--- config.mk ---
export PLATFORM = sky130hd
export DESIGN_NAME = wdt_prescaled
export DESIGN_NICKNAME = d
export VERILOG_FILES = /design/src/rtl/wdt_pkg.sv /design/src/rtl/wdt_prescaler.sv /design/src/rtl/wdt_tap_pulse.sv /design/src/rtl/wdt_counter_fsm.sv /design/src/rtl/wdt_prescaled.sv
export SDC_FILE = /design/constraint.sdc
export NUM_CORES = 1
export LEC_CHECK = 0
export BUFFER_PORTS_ARGS = -buffer_cell sky130_fd_sc_hd__buf_4
export CAP_MARGIN = 20
export CORE_MARGIN = 4
export CORE_UTILIZATION = 55
export CTS_CLUSTER_DIAMETER = 80
export DETAILED_ROUTE_END_ITERATION = 8
export PLACE_DENSITY = 0.75
export SYNTH_ARGS = -nofsm -noshare
export SYNTH_HDL_FRONTEND = slang
export SYNTH_HIERARCHICAL = 1
export SYNTH_SLANG_ARGS = --single-unit
--- constraint.sdc ---
create_clock -name clk -period 1.7 [get_ports clk]
set_input_delay 0.34 -clock clk [delete_from_list [all_inputs] [get_ports clk]]
set_output_delay 0.34 -clock clk [all_outputs]
set_load 0.02 [all_outputs]
--- src/rtl/wdt_pkg.sv ---
package wdt_pkg;
    typedef enum logic [1:0] {
        WD_IDLE  = 2'd0,
        WD_COUNT = 2'd1,
        WD_BITE  = 2'd2
    } wd_state_e;
endpackage

--- src/rtl/wdt_prescaler.sv ---
module wdt_prescaler #(
    parameter int unsigned STAGES = 14
) (
    input  logic              clk,
    input  logic              rst_n,
    output logic [STAGES-1:0] q
);
    always_ff @(posedge clk or negedge rst_n) begin
        if (!rst_n) q <= '0;
        else        q <= q + 1'b1;
    end
endmodule

--- src/rtl/wdt_tap_pulse.sv ---
module wdt_tap_pulse #(
    parameter int unsigned STAGES   = 14,
    parameter int unsigned TAP_FAST = 11,
    parameter int unsigned TAP_SLOW = 14
) (
    input  logic              clk,
    input  logic              rst_n,
    input  logic [STAGES-1:0] q,
    input  logic              tap_sel,
    output logic              step
);
    localparam int unsigned NTAPS = 2;
    localparam int unsigned TAP_BIT [NTAPS] = '{TAP_FAST - 1, TAP_SLOW - 1};

    logic [NTAPS-1:0] prev;
    logic [NTAPS-1:0] rise;

    for (genvar i = 0; i < NTAPS; i++) begin : g_tap
        always_ff @(posedge clk or negedge rst_n) begin
            if (!rst_n) prev[i] <= 1'b0;
            else        prev[i] <= q[TAP_BIT[i]];
        end
        assign rise[i] = q[TAP_BIT[i]] & ~prev[i];
    end

    assign step = tap_sel ? rise[1] : rise[0];

    // the two taps never rise together, so switching cannot merge edges
    p_taps_disjoint_r8: assert property (@(posedge clk) disable iff (!rst_n)
        !(rise[0] && rise[1]));
    // a step is a single-cycle pulse
    p_step_single_r3: assert property (@(posedge clk) disable iff (!rst_n)
        rise[0] |=> !rise[0]);
endmodule

--- src/rtl/wdt_counter_fsm.sv ---
module wdt_counter_fsm
    import wdt_pkg::*;
#(
    parameter int unsigned CNT_W = 4
) (
    input  logic             clk,
    input  logic             rst_n,
    input  logic             en,
    input  logic             clr,
    input  logic             step,
    output logic [CNT_W-1:0] count,
    output logic             rst_req
);
    localparam logic [CNT_W-1:0] CNT_TOP = {CNT_W{1'b1}};

    wd_state_e        state, state_n;
    logic [CNT_W-1:0] cnt_q, cnt_n;

    always_ff @(posedge clk or negedge rst_n) begin
        if (!rst_n) begin
            state <= WD_IDLE;
            cnt_q <= '0;
        end else begin
            state <= state_n;
            cnt_q <= cnt_n;
        end
    end

    always_comb begin
        state_n = state;
        cnt_n   = cnt_q;
        unique case (state)
            WD_IDLE, WD_COUNT, WD_BITE: begin
                if (!en) begin
                    state_n = WD_IDLE;
                    cnt_n   = '0;
                end else if (clr) begin
                    state_n = WD_COUNT;
                    cnt_n   = '0;
                end else if (step) begin
                    if (cnt_q == CNT_TOP) begin
                        state_n = WD_BITE;
                        cnt_n   = '0;
                    end else begin
                        state_n = WD_COUNT;
                        cnt_n   = cnt_q + 1'b1;
                    end
                end else begin
                    state_n = WD_COUNT;
                end
            end
            default: begin
                state_n = WD_IDLE;
                cnt_n   = '0;
            end
        endcase
    end

    always_comb begin
        count   = cnt_q;
        rst_req = (state == WD_BITE);
    end

    p_off_zero_r2: assert property (@(posedge clk) disable iff (!rst_n)
        !en |=> (count == '0 && !rst_req));
    p_clear_r5: assert property (@(posedge clk) disable iff (!rst_n)
        (en && clr) |=> (count == '0));
    p_clear_wins_r6: assert property (@(posedge clk) disable iff (!rst_n)
        (en && clr && step) |=> (count == '0 && !rst_req));
    p_hold_r3: assert property (@(posedge clk) disable iff (!rst_n)
        (en && !clr && !step) |=> (count == $past(count)));
    p_one_cycle_r7: assert property (@(posedge clk) disable iff (!rst_n)
        rst_req |=> !rst_req);
    p_wrap_r7: assert property (@(posedge clk) disable iff (!rst_n)
        (en && !clr && step && count == CNT_TOP) |=> (rst_req && count == '0));
endmodule

--- src/rtl/wdt_prescaled.sv ---
module wdt_prescaled #(
    parameter int unsigned PRESC_STAGES = 14,
    parameter int unsigned TAP_FAST     = 11,
    parameter int unsigned TAP_SLOW     = 14,
    parameter int unsigned CNT_W        = 4
) (
    input  logic             clk,
    input  logic             rst_n,
    input  logic             wdt_en,
    input  logic             tap_sel,
    input  logic             wdt_clr,
    output logic             rst_req,
    output logic [CNT_W-1:0] count
);
    logic [PRESC_STAGES-1:0] presc_q;
    logic                    step;

    wdt_prescaler #(.STAGES(PRESC_STAGES)) u_presc (
        .clk   (clk),
        .rst_n (rst_n),
        .q     (presc_q)
    );

    wdt_tap_pulse #(
        .STAGES   (PRESC_STAGES),
        .TAP_FAST (TAP_FAST),
        .TAP_SLOW (TAP_SLOW)
    ) u_tap (
        .clk     (clk),
        .rst_n   (rst_n),
        .q       (presc_q),
        .tap_sel (tap_sel),
        .step    (step)
    );

    wdt_counter_fsm #(.CNT_W(CNT_W)) u_fsm (
        .clk     (clk),
        .rst_n   (rst_n),
        .en      (wdt_en),
        .clr     (wdt_clr),
        .step    (step),
        .count   (count),
        .rst_req (rst_req)
    );
endmodule

==> impl_metrics.yaml, run 1 <==
outcome:
  outcome: "finished clean"
die:
  std_cell_rows: 14
  num_io_pins: 10
  dieArea_mm2: 0.00248
  initial_core_util_pct: 60.9
  die_w_um: 49.8
  coreArea_mm2: 0.00158
  die_h_um: 49.8
worst_setup_path:
  crit_required_ns: 1.94
  path_cells: "inv_1 -> o32ai_2 -> nand2_2 -> or3_1 -> a21oi_1"
  r2r_start: "u_presc/q[10]"
  cp_slowest_stage_delay_ns: 0.43
  worstPathBufferInverterCount: 1
  slowest_stage: "dfrtp_1"
  cp.depth: 5
  path_class: "reg2reg"
  cp-startpoint: "u_presc/q[10]"
  r2r_setup_slack_ns: 0.24
  crit_path_end_kind: "register"
  cpLargestDelayFamily: "simple AND/OR/NAND/NOR gates"
  cp-start-kind: "register"
  ff2ff_path_depth: 5
  worst-endpoint-arrival_ns: 1.70
  r2r-end: "u_fsm/count[3]"
  path_max_fanout: 5
clock_tree:
  hold_buffers: 1
  cts_buffers: 3
  cts.sinks: 22
  cts_resized: 0
  clk_pin_slew_ns: 0.12
  clockBufferDepth: 2
  cts-root-buf: "clkbuf_4"
  clk_latency_ns: 0.30
  cts_tree: "built"
  post-cts-setup-buffers: 0
  cts.htree.levels: 1
final_layout:
  synthToLayoutAreaGrowth_pct: 14.7
  final_cell_area_mm2: 0.00110
  instances_no_fill: 115
  finalNetCount: 107
  layout-drive-gt1-share_pct: 21.2
  fin_util_pct: 69.8
  final-seq-area_um2: 551
  antenna_cells: 0
  nFillCells: 127
  multi_input_area_um2: 398
global_route:
  grt_pass1_vias: 602
  overflow: 0
  track_usage_pct: 14.6
  grt_start_max_net_pins: 23
  grt_pass1_wl_um: 2770
  antenna_found_initial: 0
timing:
  skew_ns: 0.00218
  fin_setup_tns_ns: 0
  worst_pin_slew_ns: 0.262
  timing.final.crit_period_ns: 1.46
  report.final.slew_viol_count: 0
  rsz0062_at_grt: "false"
  setup_viol: 0
  max_freq_ghz: 0.683
  period_share_pct: 86.1
  finalHoldViolCount: 0
  slew-limit-headroom_pct: 82.4
route:
  via_per_inst: 5.58
  vias: 642
  firstDrtPassIters: 4
  drtAntennaViolNets: 0
  totalWireLength_um: 1620
  wl_per_cell_um: 14.1
  drc: 0
  drtIter0Drc: 7
pwr:
  p_leak_uw: 0.000534
  ir_drop_uv: 633
  finalPower_uw: 833
  p_per_area_mw_per_mm2: 756
yosys:
  syn-instance-count: 84
  yosys_warnings: 6
  ys_types: 24
  syn_nets: 91
  syn_area_per_cell_um2: 11.4
  syn-cell-area_um2: 960
  seq_area_frac_synth_pct: 57.4
  synth_top_area_share_pct: 57.4
  synth.largest_area_cell: "dfrtp_1"
  synth_seq_cells: 22
  synth.area.top_cells: "dfrtp_1, xor2_1, nand2_1, xnor2_1, ha_1"
min_path:
  min_from: "wdt_clr"
  hold_end: "u_fsm/state[1]"
  hold_path.class: "in2reg"
  min_path_cells: 2
place:
  placed_area_mm2: 0.00105
  globalplace.congestion: 0.782
  hpwlAfterDp_um: 1180
  dp.cells: 110
  io_buffers: 9
flow_run:
  cap_viol_max_count: 0
-- cell usage in the layout, fill, tap and decap left out --
cell type,netlist,layout
nand3_2,1,1
clkbuf_4,0,3
o21ai_0,1,1
o32ai_2,1,1
inv_1,3,3
nor2_1,6,6
mux2i_1,1,1
or2_2,1,1
nor4_1,1,1
nor2b_1,1,1
nand2_2,1,1
nand2b_1,1,1
nor4_2,2,2
dfrtp_1,22,22
nand3b_1,1,1
nor3_1,5,5
xnor2_1,3,3
a21bo_2,1,1
a21oi_1,3,3
xor2_1,10,10
or3_1,1,1
ha_1,2,2
dlygate4sd3_1,0,1
nand4_1,4,4
buf_4,0,10
clkbuf_8,0,1
nand2_1,8,8
nand3_1,4,4
-- worst reg2reg max path: cells and delay by family, from the launching register on --
kind	cells	cell delay (ns)
and+or+nand+nor	2	0.46
buffers and inverters	1	0.07
DFF	1	0.43
AOI/OAI and AO/OA	2	0.44
-- cell families after synthesis --
kind of cell	Yosys count	share of synthesized area, %
buf+inv	3	1.17
simple gates	37	21.1
compound gates	6	4.82
xor+xnor	13	11.9
fa+ha+maj	2	2.61
mux	1	1.04
flops	22	57.4
-- cell usage after synthesis --
master	n
nand3_1	4
o32ai_2	1
o21ai_0	1
nor2_1	6
nand4_1	4
nor4_1	1
xor2_1	10
inv_1	3
dfrtp_1	22
mux2i_1	1
nor4_2	2
xnor2_1	3
nor2b_1	1
nand3_2	1
or2_2	1
nand2b_1	1
nand2_1	8
a21oi_1	3
a21bo_2	1
nand3b_1	1
ha_1	2
or3_1	1
nand2_2	1
nor3_1	5
-- through the flow --
stage	hold WS, ns	setup slack (ns)
3_3_place_gp	0.236	0.282
5_1_grt	0.162	0.108
3_5_place_dp	0.241	0.231
4_1_cts	0.187	0.216
6_report	0.197	0.236
2_1_floorplan	0.0444	0.229
-- per-layer routing --
metal / track usage, % / wire length, um / vias to the layer above
li1: - / - / 321
met1: 21.8 / 786 / 306
met2: 21.4 / 763 / 13
met3: 3.01 / 57 / 2
met4: 4.15 / 10 / 0
met5: 0 / 0 / -
-- where the power goes --
part           total, uW  internal [uW]  switching [uW]
combinational       24.1           9.87            14.2
clock                283            131             153
sequential           525            524           0.720
total                833            665             168
-- cell type report --
type	instances	share of cell area, %
sequential	22	50.0
multi-input combinational	59	36.1
timing repair buffer	11	7.73
clock buffer	4	3.30
tap	16	1.82
inverter	3	1.02
-- sequential cells by signal, indices dropped and copies added, names as in the netlist --
| name | count |
|---|---|
| u_tap/prev | 2 |
| u_fsm/count | 4 |
| u_fsm/state | 2 |
| u_presc/q | 14 |
-- worst max path at each step --
stage,end,slack [ns]
5_1_grt,u_fsm/count[3],0.11
3_3_place_gp,u_fsm/count[3],0.28
4_1_cts,u_fsm/count[3],0.22
6_report,u_fsm/count[3],0.24
2_1_floorplan,u_fsm/count[3],0.23
3_5_place_dp,u_fsm/count[3],0.23
Note: power is estimated with default switching activity, not from simulation.
==> inputs of run 2 (changes only) <==
--- a/config.mk
+++ b/config.mk
@@ -8,10 +8,11 @@
 export BUFFER_PORTS_ARGS = -buffer_cell sky130_fd_sc_hd__buf_4
 export CAP_MARGIN = 20
 export CORE_MARGIN = 4
-export CORE_UTILIZATION = 55
+export CORE_UTILIZATION = 59
+export CTS_BUF_LIST = sky130_fd_sc_hd__clkbuf_4
 export CTS_CLUSTER_DIAMETER = 80
 export DETAILED_ROUTE_END_ITERATION = 8
-export PLACE_DENSITY = 0.75
+export PLACE_DENSITY = 0.8
 export SYNTH_ARGS = -nofsm -noshare
 export SYNTH_HDL_FRONTEND = slang
 export SYNTH_HIERARCHICAL = 1
==> impl_metrics.yaml, run 2 (same netlist as run 1, synthesis figures left out) <==
outcome:
  outcome: "finished clean"
timing:
  skew_ns: 0.00424
  slew-limit-headroom_pct: 82.4
  setup_viol: 0
  max_freq_ghz: 0.665
  timing.final.crit_period_ns: 1.50
  rsz0062_at_grt: "false"
  fin_setup_tns_ns: 0
  report.final.slew_viol_count: 0
  finalWorstSetupSlack_ns: 0.195
  worst_pin_slew_ns: 0.261
  finalHoldViolCount: 0
  period_share_pct: 88.5
worst_setup_path:
  r2r_start: "u_presc/q[10]"
  crit_path_end_kind: "register"
  r2r-end: "u_fsm/count[3]"
  path_max_fanout: 5
  ff2ff_path_depth: 5
  path_class: "reg2reg"
  r2r_setup_slack_ns: 0.20
  worst-endpoint-arrival_ns: 1.73
  cp-start-kind: "register"
  crit_required_ns: 1.93
die:
  die_h_um: 48.3
  initial_core_util_pct: 63.0
  dieArea_mm2: 0.00234
  die_w_um: 48.3
  coreArea_mm2: 0.00152
  num_io_pins: 10
  std_cell_rows: 14
clock_tree:
  clk_pin_slew_ns: 0.11
  cts_tree: "built"
  cts.htree.levels: 1
  clk_latency_ns: 0.30
  cts_buffers: 3
  clockBufferDepth: 2
  post-cts-setup-buffers: 0
  cts.sinks: 22
  cts-root-buf: "clkbuf_4"
  cts_resized: 0
place:
  hpwlAfterDp_um: 1040
  io_buffers: 9
  dp_slack_ns: 0.235
  globalplace.congestion: 0.826
  dp.cells: 110
  placed_area_mm2: 0.00105
min_path:
  min_path_cells: 2
  hold_end: "u_fsm/state[1]"
  hold_path.class: "in2reg"
  min_from: "wdt_clr"
final_layout:
  synthToLayoutAreaGrowth_pct: 13.3
  largest_reg_flops: 14
  finalNetCount: 107
  antenna_cells: 0
  layout-drive-gt1-share_pct: 20.4
  mostFrequentLayoutCells: "dfrtp_1, buf_4, xor2_1"
  regMostFlops: "u_presc/q"
  fin_util_pct: 71.3
  final_common_cell: "dfrtp_1"
  final_cell_area_mm2: 0.00109
  instances_no_fill: 114
global_route:
  grt_pass1_vias: 613
  grt_pass1_wl_um: 2680
  grt_start_max_net_pins: 23
  track_usage_pct: 14.7
  antenna_found_initial: 0
  overflow: 0
route:
  drc: 0
  via_per_inst: 5.49
  totalWireLength_um: 1500
  drtIter0Drc: 8
  vias: 626
  drtAntennaViolNets: 0
  firstDrtPassIters: 4
  wl_per_cell_um: 13.2
pwr:
  p_leak_uw: 0.000527
  ir_drop_uv: 545
  p_per_area_mw_per_mm2: 709
flow_run:
  cap_viol_max_count: 0
-- run 2: layout make-up --
type | count | area, um^2
clock buffer | 3 | 22.5
inverter | 3 | 11.3
multi-input combinational | 59 | 398
fill | 110 | 437
timing repair buffer | 11 | 85.1
tap | 16 | 20.0
sequential | 22 | 551
-- run 2: how the worst max path moves through the flow --
| stage | slack (ns) | from | end |
|---|---|---|---|
| 2_1_floorplan | 0.23 | u_presc/q[10] | u_fsm/count[3] |
| 3_3_place_gp | 0.28 | tap_sel | u_fsm/count[3] |
| 3_5_place_dp | 0.24 | u_presc/q[10] | u_fsm/count[3] |
| 4_1_cts | 0.21 | u_presc/q[10] | u_fsm/count[3] |
| 5_1_grt | 0.1 | u_presc/q[10] | u_fsm/count[3] |
| 6_report | 0.20 | u_presc/q[10] | u_fsm/count[3] |
-- run 2: per-layer routing --
metal  track usage, %  wire length [um]
met3             3.68                70
met2             22.6               698
met5                0                 0
met1             18.1               703
met4             9.68                30
-- run 2: where the power goes --
group	internal (uW)	total, uW	switching [uW]
Sequential	524	525	0.613
Clock	82.5	222	140
Combinational	9.87	24.3	14.4
Total	617	771	155
-- run 2: repair_timing --
action / CTS / global route
hold buffers: 1 / 0
setup endpoints to repair: 0 / 0
hold endpoints to repair: 22 / 0
-- run 2: metrics by stage --
step | hold slack (ns) | total power [uW]
CTS | 0.196 | 781
detailed placement | 0.239 | 558
finish | 0.207 | 771
global route | 0.195 | 811
global placement | 0.237 | 558
floorplan | 0.0444 | 539
-- run 2: worst max-delay path: stages (launching register included) --
cell	delay (ns)
dfrtp_1	0.44
inv_1	0.07
o32ai_2	0.30
nand2_2	0.12
or3_1	0.36
a21oi_1	0.14
==> inputs of run 3 (changes only) <==
--- a/config.mk
+++ b/config.mk
@@ -8,11 +8,11 @@
 export BUFFER_PORTS_ARGS = -buffer_cell sky130_fd_sc_hd__buf_4
 export CAP_MARGIN = 20
 export CORE_MARGIN = 4
-export CORE_UTILIZATION = 59
+export CORE_UTILIZATION = 60
 export CTS_BUF_LIST = sky130_fd_sc_hd__clkbuf_4
 export CTS_CLUSTER_DIAMETER = 80
 export DETAILED_ROUTE_END_ITERATION = 8
-export PLACE_DENSITY = 0.8
+export PLACE_DENSITY = 0.81
 export SYNTH_ARGS = -nofsm -noshare
 export SYNTH_HDL_FRONTEND = slang
 export SYNTH_HIERARCHICAL = 1
==> constraint.sdc (replaced) <==
create_clock -name clk -period 1.9 [get_ports clk]
set_input_delay 0.38 -clock clk [delete_from_list [all_inputs] [get_ports clk]]
set_output_delay 0.38 -clock clk [all_outputs]
set_load 0.02 [all_outputs]
==> impl_metrics.yaml, run 3 (same netlist as run 1, synthesis figures left out) <==
global_route:
  grt_pass1_wl_um: 2730
  track_usage_pct: 17.3
  antenna_found_initial: 0
  overflow: 0
  grt_start_max_net_pins: 23
  grt_pass1_vias: 638
die:
  coreArea_mm2: 0.00151
  initial_core_util_pct: 63.7
  num_io_pins: 10
  die_h_um: 48.0
  std_cell_rows: 14
  dieArea_mm2: 0.00230
  die_w_um: 48.0
final_layout:
  final_common_cell: "dfrtp_1"
  fin_util_pct: 72.2
  synthToLayoutAreaGrowth_pct: 13.3
  antenna_cells: 0
  layout-drive-gt1-share_pct: 20.4
  regMostFlops: "u_presc/q"
  finalNetCount: 107
  largest_reg_flops: 14
  mostFrequentLayoutCells: "dfrtp_1, buf_4, xor2_1"
route:
  vias: 647
  totalWireLength_um: 1590
  wl_per_cell_um: 13.9
  drtAntennaViolNets: 0
  firstDrtPassIters: 4
  drtIter0Drc: 15
  via_per_inst: 5.68
  drc: 0
clock_tree:
  cts.sinks: 22
  clk_pin_slew_ns: 0.11
  cts_resized: 0
  cts_buffers: 3
  cts.htree.levels: 1
  clockBufferDepth: 2
  clk_latency_ns: 0.30
  cts_tree: "built"
  cts-root-buf: "clkbuf_4"
timing:
  slew-limit-headroom_pct: 82.3
  timing.final.crit_period_ns: 1.49
  skew_ns: 0.00309
  fin_setup_tns_ns: 0
  max_freq_ghz: 0.669
  rsz0062_at_grt: "false"
  worst_pin_slew_ns: 0.263
  report.final.slew_viol_count: 0
  period_share_pct: 78.6
  finalHoldViolCount: 0
  finalWorstSetupSlack_ns: 0.406
  setup_viol: 0
pwr:
  finalPower_uw: 698
  p_per_area_mw_per_mm2: 642
  combPwrFrac_pct: 3.1
  p_switching_uw: 146
  p_int_uw: 552
  ir_drop_uv: 503
  p_leak_uw: 0.000527
  seq_power_share_pct: 67.3
  switching_share_pct: 20.9
  clkPwrFrac_pct: 29.6
outcome:
  outcome: "finished clean"
worst_setup_path:
  path_class: "reg2reg"
  path_max_fanout: 5
  worst-endpoint-arrival_ns: 1.73
  crit_path_end_kind: "register"
  cp-start-kind: "register"
  crit_required_ns: 2.13
place:
  dp_slack_ns: 0.380
  hpwlAfterDp_um: 1140
  globalplace.congestion: 0.773
  io_buffers: 9
flow_run:
  cap_viol_max_count: 0
min_path:
  hold_path.class: "in2reg"
## run 3: layout make-up
class | instances | area (um^2)
flip-flops and latches | 22 | 551
fillers | 125 | 419
multi-input cells | 59 | 398
repair buffers | 11 | 85.1
clock buffers | 3 | 22.5
well taps | 16 | 20.0
inverters | 3 | 11.3
## run 3: worst max-delay path, stage by stage (launching register included)
cell and delay (ns):
dfrtp_1 0.43, inv_1 0.07, o32ai_2 0.30, nand2_2 0.11, or3_1 0.35, a21oi_1 0.16
## run 3: power groups by stage
stage / registers [uW] / logic, uW / clock network, uW
floorplan: 479 / 3.76 / 0
global placement: 479 / 20.2 / 0
CTS: 470 / 22.2 / 212
global route: 470 / 24.7 / 232
detailed placement: 479 / 20.6 / 0
finish: 470 / 21.5 / 207
## run 3: final timing paths
path,cells after the start,endpoint,from,slack (ns)
max reg2reg,5,u_fsm/count[3],u_presc/q[10],0.41
min,2,u_fsm/state[1],wdt_clr,0.23
max,5,u_fsm/count[3],u_presc/q[10],0.41
min in group asynchronous,2,u_presc/q[2],rst_n,0.49
max in group asynchronous,2,u_tap/prev[0],rst_n,1.20
min reg2reg,0,u_tap/prev[1],u_presc/q[13],0.44
## run 3: layer usage
| metal | vias up | share of wire, % | wire [um] | global-route usage (%) |
|---|---|---|---|---|
| met3 | 2 | 4.1 | 65 | 4.14 |
| met4 | 0 | 1.1 | 18 | 5.38 |
| li1 | 324 | - | - | - |
| met2 | 13 | 47 | 742 | 28.8 |
| met1 | 308 | 48 | 761 | 22.1 |
| met5 | - | 0 | 0 | 0 |
## run 3: what timing repair did
item / in CTS / in global routing
hold buffers: 1 / 0
buffers inserted: 0 / 0
hold endpoints to repair: 22 / 0
## run 3: per-stage QoR
stage / hold slack [ns] / area (um^2) / cells
2_1_floorplan: 0.0844 / 960 / 84
3_3_place_gp: 0.276 / 1050 / 110
3_5_place_dp: 0.279 / 1050 / 110
4_1_cts: 0.233 / 1090 / 114
5_1_grt: 0.231 / 1090 / 114
6_report: 0.235 / 1090 / 114
